### src/rtl/memmap_pkg.sv
package memmap_pkg;

  typedef enum logic [1:0] {
    MODE_SINGLE = 2'b00,
    MODE_EXPAND = 2'b01,
    MODE_BOOT   = 2'b10,
    MODE_TEST   = 2'b11
  } op_mode_e;

  localparam int NUM_REGIONS = 4;
  localparam int SEL_RAM  = 0;
  localparam int SEL_BOOT = 1;
  localparam int SEL_UROM = 2;
  localparam int SEL_EXT  = 3;

  function automatic logic boot_visible(op_mode_e m, logic sw_en);
    return (m == MODE_BOOT) || ((m == MODE_TEST) && sw_en);
  endfunction

endpackage

### src/rtl/memmap_pos_reg.sv
module memmap_pos_reg #(
  parameter int POS_W = 4
) (
  input  logic             clk,
  input  logic             rst,
  input  logic             we_i,
  input  logic [POS_W-1:0] data_i,
  output logic [POS_W-1:0] pos_o
);

  logic [POS_W-1:0] pos_q;
  logic             locked_q;

  always_ff @(posedge clk) begin
    if (rst) begin
      pos_q    <= '0;
      locked_q <= 1'b0;
    end else if (we_i && !locked_q) begin
      pos_q    <= data_i;
      locked_q <= 1'b1;
    end
  end

  assign pos_o = pos_q;


  pos_frozen_chk: assert property (@(posedge clk) disable iff (rst)
    locked_q |=> $stable(pos_q));

endmodule

### src/rtl/memmap_window.sv
module memmap_window #(
  parameter int ADDR_W = 16,
  parameter int BASE   = 0,
  parameter int SIZE   = 256
) (
  input  logic              en_i,
  input  logic [ADDR_W-1:0] addr_i,
  output logic              hit_o,
  output logic [ADDR_W-1:0] off_o
);

  localparam int LIMIT = BASE + SIZE;
  localparam logic [ADDR_W-1:0] BASE_V = ADDR_W'(BASE);

  logic [31:0] addr_wide;

  assign addr_wide = 32'(addr_i);
  assign hit_o = en_i && (addr_wide >= 32'(BASE)) && (addr_wide < 32'(LIMIT));
  assign off_o = addr_i - BASE_V;

endmodule

### src/rtl/memmap_prio.sv
module memmap_prio #(
  parameter int N = 4,
  parameter int W = 16
) (
  input  logic [N-1:0]        hit_i,
  input  logic [N-1:0][W-1:0] off_i,
  output logic [N-1:0]        sel_o,
  output logic [W-1:0]        off_o
);

  for (genvar i = 0; i < N; i++) begin : g_rank
    if (i == 0) begin : g_top
      assign sel_o[i] = hit_i[i];
    end else begin : g_lower
      assign sel_o[i] = hit_i[i] & ~(|hit_i[i-1:0]);
    end
  end

  always_comb begin
    off_o = '0;
    for (int k = 0; k < N; k++) begin
      off_o = off_o | (off_i[k] & {W{sel_o[k]}});
    end
  end

endmodule

### src/rtl/memmap_decoder.sv
module memmap_decoder
  import memmap_pkg::*;
#(
  parameter int ADDR_W    = 16,
  parameter int BLOCK_AW  = 12,
  parameter int RAM_AW    = 8,
  parameter int BOOT_BASE = 'hBF40,
  parameter int BOOT_SIZE = 192,
  parameter int UROM_BASE = 'hE000,
  parameter int UROM_SIZE = 8192
) (
  input  logic              clk,
  input  logic              rst,
  input  logic [1:0]        mode_i,
  input  logic              rom_en_i,
  input  logic              boot_sw_en_i,
  input  logic              pos_we_i,
  input  logic [ADDR_W-BLOCK_AW-1:0] pos_data_i,
  input  logic [ADDR_W-1:0] addr_i,
  output logic [NUM_REGIONS-1:0] sel_o,
  output logic [ADDR_W-1:0] offset_o
);

  localparam int POS_W = ADDR_W - BLOCK_AW;
  localparam int GAP_W = BLOCK_AW - RAM_AW;
  localparam logic [ADDR_W-1:0] VEC_ADDR = ADDR_W'(BOOT_BASE + BOOT_SIZE - 2);

  op_mode_e mode;
  logic [POS_W-1:0] ram_pos;
  logic [NUM_REGIONS-1:0] hit;
  logic [NUM_REGIONS-1:0][ADDR_W-1:0] off;
  logic [NUM_REGIONS-1:0] sel_d;
  logic [ADDR_W-1:0] off_d;
  logic boot_en;

  assign mode = op_mode_e'(mode_i);
  assign boot_en = boot_visible(mode, boot_sw_en_i);

  memmap_pos_reg #(.POS_W(POS_W)) u_pos (
    .clk    (clk),
    .rst    (rst),
    .we_i   (pos_we_i),
    .data_i (pos_data_i),
    .pos_o  (ram_pos)
  );

  // RAM window: movable in block steps
  assign hit[SEL_RAM] = (addr_i[ADDR_W-1:BLOCK_AW] == ram_pos) &&
                        (addr_i[BLOCK_AW-1:RAM_AW] == {GAP_W{1'b0}});
  assign off[SEL_RAM] = {{(ADDR_W-RAM_AW){1'b0}}, addr_i[RAM_AW-1:0]};

  memmap_window #(.ADDR_W(ADDR_W), .BASE(BOOT_BASE), .SIZE(BOOT_SIZE)) u_boot (
    .en_i   (boot_en),
    .addr_i (addr_i),
    .hit_o  (hit[SEL_BOOT]),
    .off_o  (off[SEL_BOOT])
  );

  memmap_window #(.ADDR_W(ADDR_W), .BASE(UROM_BASE), .SIZE(UROM_SIZE)) u_urom (
    .en_i   (rom_en_i),
    .addr_i (addr_i),
    .hit_o  (hit[SEL_UROM]),
    .off_o  (off[SEL_UROM])
  );

  assign hit[SEL_EXT] = 1'b1;
  assign off[SEL_EXT] = addr_i;

  memmap_prio #(.N(NUM_REGIONS), .W(ADDR_W)) u_prio (
    .hit_i (hit),
    .off_i (off),
    .sel_o (sel_d),
    .off_o (off_d)
  );

  always_ff @(posedge clk) begin
    if (rst) begin
      sel_o    <= '0;
      offset_o <= '0;
    end else begin
      sel_o    <= sel_d;
      offset_o <= off_d;
    end
  end


  one_sel_chk: assert property (@(posedge clk) disable iff (rst)
    !$past(rst) |-> $onehot(sel_o));


  normal_noboot_chk: assert property (@(posedge clk) disable iff (rst)
    (mode_i == MODE_SINGLE || mode_i == MODE_EXPAND) |=> !sel_o[SEL_BOOT]);


  urom_gate_chk: assert property (@(posedge clk) disable iff (rst)
    !rom_en_i |=> !sel_o[SEL_UROM]);


  boot_vector_chk: assert property (@(posedge clk) disable iff (rst)
    (mode_i == MODE_BOOT && addr_i[ADDR_W-1:1] == VEC_ADDR[ADDR_W-1:1])
    |=> sel_o[SEL_BOOT]);


  ram_place_chk: assert property (@(posedge clk) disable iff (rst)
    (addr_i[ADDR_W-1:BLOCK_AW] == ram_pos && addr_i[BLOCK_AW-1:RAM_AW] == '0)
    |=> (sel_o[SEL_RAM] && offset_o[RAM_AW-1:0] == $past(addr_i[RAM_AW-1:0])));

endmodule

### config.mk
export PLATFORM = sky130hd
export DESIGN_NAME = memmap_decoder
export DESIGN_NICKNAME = d
export VERILOG_FILES = /design/src/rtl/memmap_pkg.sv /design/src/rtl/memmap_pos_reg.sv /design/src/rtl/memmap_window.sv /design/src/rtl/memmap_prio.sv /design/src/rtl/memmap_decoder.sv
export SDC_FILE = /design/constraint.sdc
export NUM_CORES = 1
export LEC_CHECK = 0
export ABC_AREA = 1
export BUFFER_PORTS_ARGS = -buffer_cell sky130_fd_sc_hd__buf_2
export CAP_MARGIN = 20
export CORE_ASPECT_RATIO = 0.9
export CORE_MARGIN = 10
export CORE_UTILIZATION = 55
export CTS_BUF_LIST = sky130_fd_sc_hd__clkbuf_4 sky130_fd_sc_hd__clkbuf_8
export DETAILED_ROUTE_END_ITERATION = 16
export PLACE_DENSITY = 0.78
export SYNTH_ARGS = -nofsm -noshare
export SYNTH_HDL_FRONTEND = slang
export SYNTH_HIERARCHICAL = 1
export SYNTH_SLANG_ARGS = --single-unit
export TNS_END_PERCENT = 50
### constraint.sdc
create_clock -name clk -period 4 [get_ports clk]
set_input_delay 0 -clock clk [delete_from_list [all_inputs] [get_ports clk]]
set_output_delay 0 -clock clk [all_outputs]
set_load 0.1 [all_outputs]
==> out/results.ini, run 1 <==
[outcome]
status = completed

[pwr]
pwr_density_cell_mw_per_mm2 = 273
power.leakage_nw = 1.23
max-vdd-ir-drop_uv = 150

[synthesis]
post_synth_and_or_nand_nor_area_fraction_pct = 43.9
synth_top_family_by_area = simple AND/OR/NAND/NOR gates
synth-seq-cells = 25
synthDistinctLibCells = 28
synthXorXnorAreaFrac_pct = 2.54
synthAdderAreaFrac_pct = 1.82
syn-mean-instance-area_sq_um = 6.04
async_flop_share_pct = 0
synth_ff_type = dfxtp_1
synth.area.top_cells = dfxtp_1 (24%), nand3_1 (17%), nand2_1 (12%), inv_1 (11%), nor2_1 (8.7%)
synth_edf_count = 0
muxShareOfSynthArea_pct = 0
synth_compound_area_share_pct = 1.51
yosysWarnings = 6
postSynthCellCount = 342
ys_seq_area_share_pct = 24.2
synth.top_cell.area_share_pct = 24.2
yosysTopAreaCell = dfxtp_1
synth_area_sq_mm = 0.00207

[global_routing]
grt_max_degree = 34
grtUsageMet3_pct = 3.20
use_met2_pct = 19.7
grt_antenna_before_repair = 0
gr-usage-all-layers_pct = 13.7
grt_pass1_vias = 1749
overflow = 0
grt.busiest_layer = met2
use_met1_pct = 19.6
grt_first_pass_wirelength_um = 7870

[final_layout]
fillers = 379
antenna_cells = 0
nNetsFinal = 399
drive_gt1_share_pct = 17.7
multiInputGateArea_sq_mm = 0.00106
mostFrequentLayoutCells = nand3_1 (72), nand2_1 (65), inv_1 (61), nor2_1 (48), buf_2 (46)
register_area_sq_um = 500
syn2layout_area_growth_pct = 5.39
layout_commonest_cell = nand3_1

[sta]
fin_crit_sh_pct = 42.9
fin_crit_ns = 1.72
tightest_slew_ns = 0.966
fin_setup_tns_ns = 0
hold_violations = 0
skew_ns = 0.0103
drv_slew = 0
fmax_mhz = 582
slew_headroom_pct = 35.6
setup_viol = 0
rsz0062_at_grt = no
hold_slack_ns = 0.0198

[worst_setup_path]
worstPathRequired_ns = 4.14
critical_path_arrival_ns = 1.86
path_max_fanout = 18
critPathKind = register to register
cp-end-kind = register
worstPathCellList = xnor2_1 -> nand3_1 -> nor2_1 -> buf_4 -> inv_4 -> nand3_1 -> nand2_1 -> inv_1 -> nand3_1 -> inv_1 -> nor2_1
regToRegSetupSlack_ns = 2.28
worst_path_max_delay_cell = dfxtp_1
crit_top_cell = nand3_1
r2r-start = u_pos/pos_o[2]
cp-start-kind = register
max_stage_delay_ns = 0.33
path_buf_inv = 4
crit_start = u_pos/pos_o[2]
crit_family = simple AND/OR/NAND/NOR gates

[job]
cap_violations = 0

[hold_path]
hp-start = pos_we_i
hold_class = input pin to register

[clocking]
cts_resized = 0
clock_latency_ns = 0.27
cts-buffers-inserted = 3
hold_buffers = 0
clock-sinks = 25
cts-root-buf = clkbuf_8
cts-htree-levels = 1
clk_pin_slew_ns = 0.09
cts.path.max_buffers = 2
cts_setup_buffers = 0
cts_tree = built

[place]
routabilityCongestion = 0.868
hpwl_um = 3550
port_buffers = 46

[die]
core_area_sq_mm = 0.00368
start_util_pct = 56.2
io_pins = 47
die_x_um = 84.6
dieArea_sq_mm = 0.00661
die_h_um = 78.1
num_rows = 21

[routing]
ant_nets = 0
drt_iter0_drc = 175
routed_wirelength_um = 4540
drt_pass1_iterations = 4
via_per_inst = 4.63
wl_per_cell_um = 11.0
drc_errors = 0
vias = 1915

## through the flow
step           instance area (sq um)  utilization [%]  std cells  setup slack (ns)  power [mW]
5_1_grt                         2180             59.2        414              2.05       0.626
2_1_floorplan                   2090                -        349              2.62       0.414
4_1_cts                         2180             59.2        414              2.30       0.597
6_report                        2180             59.2        414              2.28       0.594
3_3_place_gp                    2130             57.9        410              2.10       0.444
3_5_place_dp                    2130             57.9        410              2.07       0.446
## worst reg2reg max path: stages (launching register included)
cell and delay [ns]:
dfxtp_1 0.33, xnor2_1 0.16, nand3_1 0.10, nor2_1 0.17, buf_4 0.30, inv_4 0.14
nand3_1 0.13, nand2_1 0.06, inv_1 0.05, nand3_1 0.06, inv_1 0.05, nor2_1 0.03
## cells in the mapped netlist, types with 2 or more instances
master / number
xnor2_1: 4
xor2_1: 2
buf_6: 7
conb_1: 2
nor2_8: 2
a21oi_1: 2
nand2_2: 2
buf_2: 3
nand2_1: 65
nor2_2: 3
inv_1: 61
clkinv_1: 5
buf_4: 23
nand3_1: 72
and2_1: 2
dfxtp_1: 25
nand4_1: 2
ha_1: 3
nor2_1: 48
## routing by layer
layer  routed length, um  up-vias
met5                   0        -
met4                  50        0
met3                 366        4
met2                1820       65
met1                2300      793
li1                    -     1053
## power breakdown
group | internal, mW | total (mW) | leakage [nW] | switching (mW)
clock network | 0.0779 | 0.154 | 0.0262 | 0.0758
logic | 0.0441 | 0.175 | 1.00 | 0.131
registers | 0.261 | 0.266 | 0.206 | 0.00436
total | 0.383 | 0.594 | 1.23 | 0.211
## layout make-up
cell class	instances	area share (%)
Inverter	69	12.1
Multi-Input combinational cell	222	48.8
Clock buffer	4	2.24
Tap cell	46	2.64
Timing Repair Buffer	48	11.3
Sequential cell	25	23.0
## final timing paths
path | endpoint | cells past startpoint
worst max-delay path | offset_o[11] | 11
worst min-delay path | u_pos/locked_q | 3
worst max register to register | offset_o[11] | 11
worst min register to register | u_pos/pos_o[0] | 2
## cells by family after synthesis
kind of cell               count (synthesis)
AOI/OAI and AO/OA                          5
xor gates and xnor gates                   6
adders and majority gates                  3
buffers and inverters                    102
DFF                                       25
other                                      2
and+or+nand+nor                          199
## state kept, by name, summed over array words and instances, names as in the netlist
register and count:
offset_o 16, sel_o 4, u_pos/pos_o 4, u_pos/locked_q 1
Power figures use the tool's default switching activity.
==> run 2: changes to the inputs <==
- clock period: 4 -> 1.7 ns (I/O delays scaled with it)
==> run 2 against run 1 <==
Global-route usage grew 0.74 points. Combinational power grew 140%. First-iteration DRC count is 63% higher. Sequential share of layout area decreased by 0.67 points. Clock-buffer cell count down 1. Non-clock buffer count grew 4. Sequential power increased by 140%. Die area unchanged. Wire length rose by 8.1%. Clock skew down 0.0044 ns. Worst setup slack lost 2.1 ns. Register-to-register slack got worse by 2.1 ns. Critical endpoint is now offset_o[15]. Highest routed layer unchanged.
==> out/results.ini, run 2 (synthesis gave the netlist of run 1 again) <==
[pwr]
power_frac_clock_pct = 25.0  ; -0.9 points
p_seq_share_pct = 44.8  ; about the same
internal-power_uw = 889  ; +130%
p_switching_uw = 511  ; +140%
pwr_density_cell_mw_per_mm2 = 622  ; +130%
max-vdd-ir-drop_uv = 289  ; +92%
combinationalPowerShare_pct = 30.2  ; +0.8 points
switching_share_pct = 36.5  ; +1.0 points
power.leakage_nw = 1.27  ; +2.8%

[die]
die_x_um = 84.6  ; unchanged
io_pins = 47  ; unchanged
start_util_pct = 56.2  ; unchanged
num_rows = 21  ; unchanged
dieArea_sq_mm = 0.00661  ; unchanged
core_area_sq_mm = 0.00368  ; unchanged
die_h_um = 78.1  ; unchanged

[worst_setup_path]
r2r-start = u_pos/pos_o[3]
rr_worst_depth = 11  ; unchanged
critical_path_arrival_ns = 1.73  ; -0.13 ns
crit_cells = 11  ; unchanged
max_stage_delay_ns = 0.36  ; +0.03 ns
regToRegSetupSlack_ns = 0.18  ; -2.10 ns
reg2reg_to = offset_o[15]
cp-end-kind = register
worst_path_max_delay_cell = dfxtp_1
critPathKind = register to register
worstPathRequired_ns = 1.91  ; -2.23 ns
path_buf_inv = 3  ; -1
worstPathCellList = inv_1 -> nand2_1 -> nand2_1 -> nand3_1 -> nor2_1 -> buf_6 -> nor2_4 -> nand3_1 -> nand3_1 -> inv_1 -> nor2_1
cp-start-kind = register
crit_family = simple AND/OR/NAND/NOR gates
path_max_fanout = 16  ; -2
crit_top_cell = nand3_1

[hold_path]
hold_class = input pin to register
hold_end = u_pos/locked_q
hp-start = pos_we_i
hold_depth = 3  ; unchanged

[final_layout]
final_cell_area_sq_mm = 0.00225  ; +3.3%
antenna_cells = 0  ; unchanged
mostFrequentLayoutCells = nand3_1 (72), nand2_1 (65), inv_1 (61), nor2_1 (48), buf_2 (46)
layout_commonest_cell = nand3_1
drive_gt1_share_pct = 19.3  ; +1.6 points
final_cells = 419  ; +1.2%
syn2layout_area_growth_pct = 8.84
largest_reg_flops = 16  ; unchanged
regMostFlops = offset_o
nNetsFinal = 404  ; +1.3%

[sta]
skew_ns = 0.00593  ; -0.00435 ns
drv_slew = 0  ; unchanged
hold_slack_ns = 0.0257  ; +0.00586 ns
fin_crit_sh_pct = 89.3  ; +46 points
fin_setup_tns_ns = 0  ; unchanged
fin_crit_ns = 1.52  ; -0.200 ns
setup_viol = 0  ; unchanged
fmax_mhz = 659  ; +13%
rsz0062_at_grt = no
hold_violations = 0  ; unchanged

[routing]
drt_pass1_iterations = 4  ; unchanged
ant_nets = 0  ; unchanged
routed_wirelength_um = 4910  ; +8.1%
via_per_inst = 4.79  ; +3.6%
vias = 2008  ; +4.9%
drc_errors = 0  ; unchanged
drt_iter0_drc = 285  ; +63%
wl_per_cell_um = 11.7  ; +6.8%

[place]
hpwl_um = 3670  ; +3.4%
routabilityCongestion = 0.903  ; +4.0%
placed_area_sq_mm = 0.00217  ; +2.0%
numPlacedInstances = 414  ; +0.98%
port_buffers = 46  ; unchanged

[global_routing]
gr-usage-all-layers_pct = 14.5  ; +0.74 points
grt_antenna_before_repair = 0  ; unchanged
grt_pass1_vias = 1804  ; +3.1%
overflow = 0  ; unchanged
grt_first_pass_wirelength_um = 8340  ; +6.0%
grt_max_degree = 34  ; unchanged

[outcome]
status = completed

[job]
cap_violations = 0  ; unchanged

[clocking]
clock-sinks = 25  ; unchanged
cts_tree = built
cts-htree-levels = 1  ; unchanged
clk_pin_slew_ns = 0.09  ; about the same
cts.path.max_buffers = 2  ; unchanged
hold_buffers = 0  ; unchanged
cts-root-buf = clkbuf_8
clock_latency_ns = 0.27  ; about the same
cts-buffers-inserted = 3  ; unchanged

## run 2: changes by cell type in the layout (fill, tap and decap cells not counted), sizes merged
cell	before	now
buf	48	52
nor2	54	55
clkbuf	4	3
clkinv	6	7
## run 2: worst register-to-register path, stage by stage (launching register included)
cell and delay [ns]:
dfxtp_1 0.36, inv_1 0.05, nand2_1 0.05, nand2_1 0.04
nand3_1 0.07, nor2_1 0.05, buf_6 0.15, nor2_4 0.32
nand3_1 0.15, nand3_1 0.11, inv_1 0.05, nor2_1 0.07
## run 2: metal layers
metal  vias to the layer above  part of all wire (%)  GRT usage (%)  wire (um)
met2                        77                    43           20.5       2110
li1                       1065                     -              -          -
met5                         -                     0              0          0
met1                       864                    49           21.0       2380
met3                         2                   7.8           3.10        381
met4                         0                  0.73           4.44         36
## run 2: area by class of cell
| class | count | area (sq um) |
|---|---|---|
| Timing Repair Buffer | 52 | 299 |
| Sequential cell | 25 | 502 |
| Multi-Input combinational cell | 223 | 1080 |
| Fill cell | 377 | 1430 |
| Clock buffer | 3 | 41.3 |
| Tap cell | 46 | 57.6 |
| Clock inverter | 1 | 5.00 |
| Inverter | 69 | 263 |
## run 2: timing repair
item | 4_1_cts | 5_1_grt
setup buffers | 0 | 0
endpoints found under the setup margin | 0 | 9
resized for setup | 0 | 5
## run 2: power by group through the flow
stage	clock (mW)	combinational (mW)	sequential (mW)
floorplan	0	0.187	0.788
global placement	0	0.411	0.638
detailed placement	0	0.418	0.640
CTS	0.358	0.419	0.626
global route	0.394	0.463	0.630
finish	0.349	0.423	0.627
## run 2: worst max path at each step
stage,slack [ns],endpoint,from
after floorplan,0.32,offset_o[5],u_pos/pos_o[2]
after global placement,0.16,offset_o[7],u_pos/pos_o[0]
after detailed placement,0.10,offset_o[11],addr_i[7]
after CTS,0.10,offset_o[0],u_pos/pos_o[0]
after global routing,0.01,offset_o[0],u_pos/pos_o[0]
final,0.18,offset_o[15],u_pos/pos_o[3]
## run 2: metrics by stage
| stage | power [mW] | setup slack, ns | utilization (%) |
|---|---|---|---|
| finish | 1.40 | 0.182 | 61.1 |
| global route | 1.49 | 0.0121 | 61.1 |
| CTS | 1.40 | 0.102 | 60.3 |
| detailed placement | 1.06 | 0.102 | 59.0 |
| global placement | 1.05 | 0.163 | 59.0 |
| floorplan | 0.975 | 0.321 | - |
